## config.mk

```make
export PLATFORM = sky130hd
export DESIGN_NAME = idx_nvram_port
export DESIGN_NICKNAME = d
export VERILOG_FILES = /design/src/rtl/nvr_pkg.sv /design/src/rtl/nvr_addr_ptr.sv /design/src/rtl/nvr_access_gate.sv /design/src/rtl/nvr_read_return.sv /design/src/rtl/idx_nvram_port.sv
export SDC_FILE = /design/constraint.sdc
export NUM_CORES = 1
export LEC_CHECK = 0
export ABC_CLOCK_PERIOD_IN_PS = 4340
export BUFFER_PORTS_ARGS = -buffer_cell sky130_fd_sc_hd__buf_4
export CAP_MARGIN = 25
export CORE_MARGIN = 1
export CORE_UTILIZATION = 45
export DETAILED_ROUTE_END_ITERATION = 16
export GPL_TIMING_DRIVEN = 0
export PLACE_DENSITY = 0.83
export SKIP_CTS_REPAIR_TIMING = 1
export SLEW_MARGIN = 20
export SYNTH_ARGS = -nofsm -noshare
export SYNTH_HDL_FRONTEND = slang
export SYNTH_HIERARCHICAL = 1
export SYNTH_SLANG_ARGS = --single-unit
```

## constraint.sdc

```tcl
create_clock -name clk_i -period 4.34 [get_ports clk_i]
set_clock_uncertainty 0.1 [all_clocks]
set_input_delay 0.868 -clock clk_i [delete_from_list [all_inputs] [get_ports clk_i]]
set_output_delay 0.868 -clock clk_i [all_outputs]
set_load 0.02 [all_outputs]
```

## src/rtl/nvr_pkg.sv

```systemverilog
package nvr_pkg;
  localparam int DATA_W = 8;
  localparam int PTR_W  = 2 * DATA_W;
  localparam int EXT_W  = PTR_W + 1;

  typedef logic [EXT_W-1:0] ext_t;

  typedef enum logic [1:0] {
    PORT_ADDR_LO = 2'd0,
    PORT_ADDR_HI = 2'd1,
    PORT_SPARE   = 2'd2,
    PORT_DATA    = 2'd3
  } port_e;

  localparam logic [DATA_W-1:0] FILL_BYTE = '1;
endpackage

```

## src/rtl/nvr_addr_ptr.sv

```systemverilog
module nvr_addr_ptr
  import nvr_pkg::*;
(
  input  logic              clk_i,
  input  logic              rst_ni,
  input  logic              ld_lo_i,
  input  logic              ld_hi_i,
  input  logic              clr_i,
  input  logic [DATA_W-1:0] byte_i,
  output logic [PTR_W-1:0]  ptr_o
);
  logic [PTR_W-1:0] ptr_q;

  always_ff @(posedge clk_i or negedge rst_ni) begin
    if (!rst_ni) begin
      ptr_q <= '0;
    end else if (clr_i) begin
      ptr_q <= '0;
    end else begin
      if (ld_lo_i) ptr_q[DATA_W-1:0]     <= byte_i;
      if (ld_hi_i) ptr_q[PTR_W-1:DATA_W] <= byte_i;
    end
  end

  assign ptr_o = ptr_q;
endmodule

```

## src/rtl/nvr_access_gate.sv

```systemverilog
module nvr_access_gate
  import nvr_pkg::*;
#(
  parameter int                        MEM_SIZE   = 8192,
  parameter int                        NUM_LOCK   = 2,
  parameter int                        REGION_LEN = 16,
  parameter logic [NUM_LOCK*PTR_W-1:0] LOCK_BASES = {16'h0030, 16'h0020}
) (
  input  logic [PTR_W-1:0]    ptr_i,
  input  logic [NUM_LOCK-1:0] lock_i,
  output logic                allow_o
);
  localparam ext_t SIZE_X = ext_t'(MEM_SIZE);

  ext_t                ptr_x;
  logic [NUM_LOCK-1:0] blk;
  logic                in_range;

  assign ptr_x    = {1'b0, ptr_i};
  assign in_range = ptr_x < SIZE_X;

  for (genvar g = 0; g < NUM_LOCK; g++) begin : g_rgn
    localparam ext_t RGN_LO = {1'b0, LOCK_BASES[g*PTR_W +: PTR_W]};
    localparam ext_t RGN_HI = RGN_LO + ext_t'(REGION_LEN);
    assign blk[g] = lock_i[g] && (ptr_x >= RGN_LO) && (ptr_x < RGN_HI);
  end

  assign allow_o = in_range && !(|blk);
endmodule

```

## src/rtl/nvr_read_return.sv

```systemverilog
module nvr_read_return
  import nvr_pkg::*;
(
  input  logic              clk_i,
  input  logic              rst_ni,
  input  logic              rd_stb_i,
  input  logic              hit_i,
  input  logic [DATA_W-1:0] mem_rdata_i,
  output logic [DATA_W-1:0] rdata_o
);
  logic hit_q;

  // select RAM data only when the last read strobe actually reached memory
  always_ff @(posedge clk_i or negedge rst_ni) begin
    if (!rst_ni)       hit_q <= 1'b0;
    else if (rd_stb_i) hit_q <= hit_i;
  end

  assign rdata_o = hit_q ? mem_rdata_i : FILL_BYTE;
endmodule

```

## src/rtl/idx_nvram_port.sv

```systemverilog
module idx_nvram_port
  import nvr_pkg::*;
#(
  parameter int                        MEM_SIZE   = 8192,
  parameter int                        NUM_LOCK   = 2,
  parameter int                        REGION_LEN = 16,
  parameter logic [NUM_LOCK*PTR_W-1:0] LOCK_BASES = {16'h0030, 16'h0020},
  localparam int                       AW = (MEM_SIZE > 1) ? $clog2(MEM_SIZE) : 1
) (
  input  logic                clk_i,
  input  logic                rst_ni,
  input  logic                io_en_i,
  input  logic                io_we_i,
  input  logic [1:0]          io_sel_i,
  input  logic [DATA_W-1:0]   io_wdata_i,
  output logic [DATA_W-1:0]   io_rdata_o,
  input  logic [NUM_LOCK-1:0] lock_i,
  output logic                mem_req_o,
  output logic                mem_we_o,
  output logic [AW-1:0]       mem_addr_o,
  output logic [DATA_W-1:0]   mem_wdata_o,
  input  logic [DATA_W-1:0]   mem_rdata_i
);
  port_e            sel;
  logic             wr_stb, rd_stb;
  logic             ld_lo, ld_hi, data_wr, data_rd, spare_wr;
  logic             allow;
  logic [PTR_W-1:0] ptr;

  assign sel      = port_e'(io_sel_i);
  assign wr_stb   = io_en_i && io_we_i;
  assign rd_stb   = io_en_i && !io_we_i;
  assign ld_lo    = wr_stb && (sel == PORT_ADDR_LO);
  assign ld_hi    = wr_stb && (sel == PORT_ADDR_HI);
  assign spare_wr = wr_stb && (sel == PORT_SPARE);
  assign data_wr  = wr_stb && (sel == PORT_DATA);
  assign data_rd  = rd_stb && (sel == PORT_DATA);

  nvr_addr_ptr u_ptr (
    .clk_i   (clk_i),
    .rst_ni  (rst_ni),
    .ld_lo_i (ld_lo),
    .ld_hi_i (ld_hi),
    .clr_i   (data_wr),
    .byte_i  (io_wdata_i),
    .ptr_o   (ptr)
  );

  nvr_access_gate #(
    .MEM_SIZE   (MEM_SIZE),
    .NUM_LOCK   (NUM_LOCK),
    .REGION_LEN (REGION_LEN),
    .LOCK_BASES (LOCK_BASES)
  ) u_gate (
    .ptr_i   (ptr),
    .lock_i  (lock_i),
    .allow_o (allow)
  );

  assign mem_req_o   = (data_wr || data_rd) && allow;
  assign mem_we_o    = data_wr && allow;
  assign mem_addr_o  = ptr[AW-1:0];
  assign mem_wdata_o = io_wdata_i;

  nvr_read_return u_rret (
    .clk_i       (clk_i),
    .rst_ni      (rst_ni),
    .rd_stb_i    (rd_stb),
    .hit_i       (data_rd && allow),
    .mem_rdata_i (mem_rdata_i),
    .rdata_o     (io_rdata_o)
  );

  AST_LO_KEEPS_HI: assert property (@(posedge clk_i) disable iff (!rst_ni)
    ld_lo |=> (ptr[PTR_W-1:DATA_W] == $past(ptr[PTR_W-1:DATA_W])) &&
              (ptr[DATA_W-1:0] == $past(io_wdata_i)));
  AST_HI_KEEPS_LO: assert property (@(posedge clk_i) disable iff (!rst_ni)
    ld_hi |=> (ptr[DATA_W-1:0] == $past(ptr[DATA_W-1:0])) &&
              (ptr[PTR_W-1:DATA_W] == $past(io_wdata_i)));
  AST_PTR_CLR_AFTER_WR: assert property (@(posedge clk_i) disable iff (!rst_ni)
    data_wr |=> (ptr == '0));
  AST_RD_KEEPS_PTR: assert property (@(posedge clk_i) disable iff (!rst_ni)
    data_rd |=> $stable(ptr));
  AST_SPARE_NO_EFFECT: assert property (@(posedge clk_i) disable iff (!rst_ni)
    spare_wr |=> $stable(ptr));
  AST_OOR_NO_MEM: assert property (@(posedge clk_i) disable iff (!rst_ni)
    mem_req_o |-> (int'(ptr) < MEM_SIZE));
  AST_BLOCKED_RD_FF: assert property (@(posedge clk_i) disable iff (!rst_ni)
    (rd_stb && !mem_req_o) |=> (io_rdata_o == FILL_BYTE));
  AST_WE_NEEDS_REQ: assert property (@(posedge clk_i) disable iff (!rst_ni)
    mem_we_o |-> (mem_req_o && io_we_i));

  for (genvar g = 0; g < NUM_LOCK; g++) begin : g_lock_chk
    localparam int RB = int'(LOCK_BASES[g*PTR_W +: PTR_W]);
    AST_LOCKED_NO_MEM: assert property (@(posedge clk_i) disable iff (!rst_ni)
      (lock_i[g] && (int'(ptr) >= RB) && (int'(ptr) < RB + REGION_LEN)) |-> !mem_req_o);
  end
endmodule

```

==> results of run 1 <==
==> metal layers <==
metal	routed length, um	GRT usage
met1	850	0.238
met2	1100	0.397
met3	217	0.0462
met4	21	0.0857
met5	0	0
==> metrics by stage <==
stage / instance area (um2) / worst slack, ps / hold slack (ps) / util
after floorplan: 911 / 1710 / 378 / -
after global placement: 1350 / 1600 / 397 / 0.748
after detailed placement: 1350 / 1530 / 412 / 0.748
after CTS: 1370 / 1530 / 324 / 0.763
after global routing: 1370 / 1460 / 331 / 0.763
final: 1370 / 1520 / 331 / 0.763
==> final cells by class <==
class	count	area (um2)
fillers	144	428
plain buffers	12	98.8
multi-input cells	56	383
flip-flops and latches	17	425
clock buffers	4	26.3
well taps	25	31.3
inverters	1	3.75
repair buffers	54	405
==> state kept, by name, summed over array words and instances (netlist names) <==
name / flops
u_rret/hit_q: 1
u_ptr/ptr_o: 16
==> layout by cell type, fill, tap and decap left out <==
cell type / count
nor3_1: 1
mux2_2: 2
nor3_2: 1
nor4_1: 1
clkbuf_2: 1
dfrtp_1: 17
inv_1: 1
nand2_2: 1
buf_4: 62
buf_6: 3
nor2_1: 20
nand2_1: 1
clkbuf_4: 3
nand2b_1: 8
a31oi_1: 1
or3_1: 1
nand3_2: 1
nor4b_1: 1
clkbuf_1: 1
mux2i_1: 16
nor3b_2: 1
==> power by group through the flow <==
| stage | registers (uW) | logic, uW | clock network [uW] |
|---|---|---|---|
| floorplan | 225 | 54.1 | 0 |
| global placement | 203 | 146 | 0 |
| detailed placement | 205 | 151 | 0 |
| CTS | 202 | 150 | 84.4 |
| global route | 205 | 161 | 90.3 |
| finish | 202 | 149 | 81.3 |
==> cells in the mapped netlist <==
cell and count:
nand3_2 1, nor3_2 1, buf_4 8, inv_1 1
nand2_1 1, nand2b_1 8, a31oi_1 1, dfrtp_1 17
nor4b_1 1, clkbuf_2 1, nor3b_2 1, nor4_1 1
nor3_1 1, or3_1 1, nor2_1 20, mux2i_1 16
nand2_2 1, mux2_2 2, buf_6 3
==> kinds of logic (layout without fill, tap and decap cells) <==
group / Yosys count / count (layout) / share of synthesized area
buf+inv: 13 / 71 / 0.113
compound gates: 1 / 1 / 0.00687
flops: 17 / 17 / 0.467
mux: 18 / 18 / 0.201
simple gates: 37 / 37 / 0.213
==> worst reg2reg max path, stage by stage (launching register included) <==
cell and delay (ps):
dfrtp_1 380, or3_1 370, a31oi_1 190, nand3_2 120, nor3_2 120, mux2_2 160
==> path summary, 6_finish.rpt <==
check | from | endpoint
max | lock_i[0] | mem_req_o
min | rst_ni | u_ptr/ptr_o[6]
max reg2reg | u_ptr/ptr_o[13] | u_rret/hit_q
min reg2reg | u_ptr/ptr_o[13] | u_ptr/ptr_o[13]
max in group asynchronous | rst_ni | u_rret/hit_q
min in group clk_i | u_ptr/ptr_o[13] | u_ptr/ptr_o[13]
==> metrics.yaml, run 1 <==
vias: 833
cpMaxStageDelayCell: "mux2_2"
worstPathCellList: "buf_4 > mux2_2 > a31oi_1 > nand3_2 > nor2_1 > buf_4"
drtAntennaViolNets: 0
yosysTopAreaCellShare: 0.467
route.detailed.drc: 0
fin_crit_ps: 2820
clock_path_buffers: 2
finalCritPeriodShare: 0.649
critical_path_class: "primary input to primary output"
slew_headroom: 0.822
antenna_found_initial: 0
power.switching_uw: 140
status: "completed"
critical_path.endpoint_type: "primary output"
yosysWarnings: 6
avgSynthCellArea_um2: 10.6
syn2layout_area_growth_pct: 50.8
insertion_delay_ps: 280
crit_fanout: 3
grt_pass1_wl_mm: 3.26
critPathLaunchType: "primary input"
wl_per_cell_um: 12.9
dp_cells: 165
htreeDepth: 1
die_height_um: 47.0
worst_ep_required_time_ps: 3370
synth.distinct_cells: 19
fp.coreArea_mm2: 0.00180
ys_seq_elements: 17
finalPower_uw: 432
cpPeakStageDelay_ps: 250
final_nets: 169
grt_pass1_vias: 811
first_pass_iters: 4
slew_viol_final: 0
dieArea_mm2: 0.00221
grt_max_degree: 18
tightest_slew_ps: 264
routed_wl_mm: 2.19
critPathTopFamily: "buffers and inverters"
numPortBuffers: 54
antenna_cells: 0
synth_nets: 110
cts_tree: "done"
die_x_um: 47.0
start_util: 0.506
power_density_mw_per_mm2: 314
max_freq_ghz: 0.355
cp.arrival_ps: 1850
p_seq_frac: 0.467
holdCritPathClass: "primary input to async pin"
drive_gt1_frac: 0.521
path_clk_slew_ps: 90
numCtsBuffers: 3
vias_per_cell: 4.93
r2r_slack_ps: 2850
gp_congestion: 0.723
dpl.hpwl_mm: 1.77
synthCells: 86
setup_tns_ps: 0
final_cells: 169
power_leakage_uw: 0.000683
rsz0062_at_grt: "false"
ys_seq_area_frac: 0.467
p_comb_frac: 0.345
rows: 15
crit_top_cell: "buf_4"
drt-initial-drc-count: 25
netlist_area_um2: 911
root_buffer: "clkbuf_4"
ir_drop_mv: 0.248
synthTopCellsByArea: "dfrtp_1, mux2i_1, nor2_1"
grtUsageTotal: 0.215
switching_share: 0.324
synth_top_area_cell: "dfrtp_1"
finalSetupViolCount: 0
p_clk_frac: 0.188
path_depth: 6
internal_power_uw: 292
grt-ovfl-total: 0
crit_buf_inv: 2
num_io_pins: 55
cts_sinks: 17
hold_viol: 0
cap_violations: 0
reg2regPathDepth: 5
No activity file was read; power rests on OpenSTA's default activity.
==> inputs of run 2 (changes only) <==
--- a/config.mk
+++ b/config.mk
@@ -5,14 +5,14 @@
 export SDC_FILE = /design/constraint.sdc
 export NUM_CORES = 1
 export LEC_CHECK = 0
-export ABC_CLOCK_PERIOD_IN_PS = 4340
+export ABC_CLOCK_PERIOD_IN_PS = 2300
 export BUFFER_PORTS_ARGS = -buffer_cell sky130_fd_sc_hd__buf_4
 export CAP_MARGIN = 25
 export CORE_MARGIN = 1
-export CORE_UTILIZATION = 45
+export CORE_UTILIZATION = 38
 export DETAILED_ROUTE_END_ITERATION = 16
 export GPL_TIMING_DRIVEN = 0
-export PLACE_DENSITY = 0.83
+export PLACE_DENSITY = 0.75
 export SKIP_CTS_REPAIR_TIMING = 1
 export SLEW_MARGIN = 20
 export SYNTH_ARGS = -nofsm -noshare
==> constraint.sdc (replaced) <==
create_clock -name clk_i -period 2.3 [get_ports clk_i]
set_clock_uncertainty 0.1 [all_clocks]
set_input_delay 0.46 -clock clk_i [delete_from_list [all_inputs] [get_ports clk_i]]
set_output_delay 0.46 -clock clk_i [all_outputs]
set_load 0.02 [all_outputs]
==> run 2 against run 1 <==
Final cell count increased by 2.4%. Wire length decreased by 3.9%. Die area increased by 18%. Clock power increased by 94%. Hold slack got worse by 0.51 ps. Utilization decreased by 14 points. Setup slack got worse by 1400 ps. Clock-buffer cell count decreased by 1. Sequential share of layout area decreased by 0.33 points. Cell area increased by 1.1%. Largest power group unchanged. Highest routed layer unchanged.
==> metrics.yaml, run 2 (synthesis results as in run 1) <==
first_pass_iters: 4  # unchanged
r2r_slack_ps: 770  # -2080 ps
antenna_cells: 0  # unchanged
finalPower_uw: 819  # +90%
grt_pass1_vias: 770  # -5.1%
slew_headroom: 0.796  # -0.0253
hold_path.startpoint: "io_wdata_i[0]"
cap_violations: 0  # unchanged
syn2layout_area_growth_pct: 52.5
grtUsageTotal: 0.176  # -0.0386
dieArea_mm2: 0.00260  # +18%
num_io_pins: 55  # unchanged
dpl.hpwl_mm: 1.65  # -6.4%
die_height_um: 51.0  # +8.4%
fp.coreArea_mm2: 0.00223  # +24%
cts_tree: "done"
crit_buf_inv: 1  # -1
htreeDepth: 1  # unchanged
route.detailed.drc: 0  # unchanged
hold-path-endpoint: "u_ptr/ptr_o[8]"
die_x_um: 51.0  # +8.4%
most-common-layout-cells: "buf_4, nor2_1, dfrtp_1"
path_clk_slew_ps: 100  # about the same
power_leakage_uw: 0.000690  # +1.0%
numPortBuffers: 54  # unchanged
hold_viol: 0  # unchanged
wl_per_cell_um: 12.1  # -6.2%
cts_sinks: 17  # unchanged
rr_endpoint: "u_rret/hit_q"
rsz0062_at_grt: "false"
reg2regPathDepth: 5  # unchanged
routed_wl_mm: 2.10  # -3.9%
critical_path.endpoint_type: "primary output"
gp_congestion: 0.745  # +3.1%
drt-initial-drc-count: 9  # -64%
crit_fanout: 3  # unchanged
holdCritPathClass: "primary input to register"
start_util: 0.408  # -0.0977
ir_drop_mv: 0.461  # +86%
critPathLaunchType: "register"
final_nets: 170  # +0.59%
numCtsBuffers: 3  # unchanged
drtAntennaViolNets: 0  # unchanged
insertion_delay_ps: 290  # about the same
clock_path_buffers: 2  # unchanged
hold-path-cell-count: 3
grt_max_degree: 18  # unchanged
grt_pass1_wl_mm: 3.37  # +3.4%
drive_gt1_frac: 0.524  # +0.00330
critical_path_class: "register to primary output"
status: "completed"
fin_crit_ps: 2180
antenna_found_initial: 0  # unchanged
cp.arrival_ps: 1620  # -230 ps
slew_viol_final: 0  # unchanged
vias: 820  # -1.6%
root_buffer: "clkbuf_4"
critPathTopFamily: "simple AND/OR/NAND/NOR gates"
tightest_slew_ps: 301  # +37.4 ps
worstPathCellList: "or3_1 > a31oi_1 > nand3_2 > nor2_1 > buf_4"
final_common_cell: "buf_4"
grt-ovfl-total: 0  # unchanged
max_freq_ghz: 0.459
cpMaxStageDelayCell: "dfrtp_1"
rr_startpoint: "u_ptr/ptr_o[12]"
worst_ep_required_time_ps: 1740  # -1630 ps
rows: 17  # +2
largest_reg_flops: 16  # unchanged
setup_tns_ps: 0  # unchanged
cpPeakStageDelay_ps: 390  # +140 ps
finalSetupViolCount: 0  # unchanged
finalCritPeriodShare: 0.946
vias_per_cell: 4.74  # -3.8%
power_density_mw_per_mm2: 590  # +88%
run 2: layout make-up:
class / instances / area, um2
plain buffers: 12 / 98.8
clock buffers: 3 / 22.5
clock inverters: 1 / 5.00
fillers: 186 / 845
inverters: 1 / 3.75
multi-input cells: 56 / 383
flip-flops and latches: 17 / 425
well taps: 28 / 35.0
repair buffers: 55 / 415
run 2: metrics by stage:
step	worst slack (ps)	hold slack, ps	utilization	std cells	cell area, um2
2_1_floorplan	384	64.4	-	86	911
3_3_place_gp	364	235	0.605	168	1350
3_5_place_dp	363	236	0.605	168	1350
4_1_cts	117	-89.7	0.617	172	1380
5_1_grt	6.91	321	0.622	173	1390
6_report	123	330	0.622	173	1390
run 2: worst max path at each step:
stage,startpoint,end,slack (ps),cells after the start
after floorplan,u_ptr/ptr_o[4],mem_req_o,380,4
after global placement,lock_i[1],mem_we_o,360,6
after detailed placement,lock_i[1],mem_we_o,360,6
after CTS,u_ptr/ptr_o[13],mem_we_o,120,5
after global routing,u_ptr/ptr_o[13],mem_req_o,7,5
final,u_ptr/ptr_o[13],mem_we_o,120,5
run 2: tightest hold or removal path, stage by stage:
cell,delay [ps]
buf_4,90
mux2i_1,60
nor2_1,80
run 2: report_power, final:
group          total (uW)  internal (uW)  switching [uW]  leakage, uW
logic                 281            140             142     0.000451
clock network         158           64.7            93.1    0.0000177
registers             380            345            35.2     0.000221
run 2: per-layer routing:
metal / GRT usage / share of wire / up-vias
li1: - / - / 392
met2: 0.314 / 0.50 / 40
met4: 0.0833 / 0.017 / 0
met3: 0.0357 / 0.089 / 4
met1: 0.200 / 0.39 / 384
met5: 0 / 0 / -
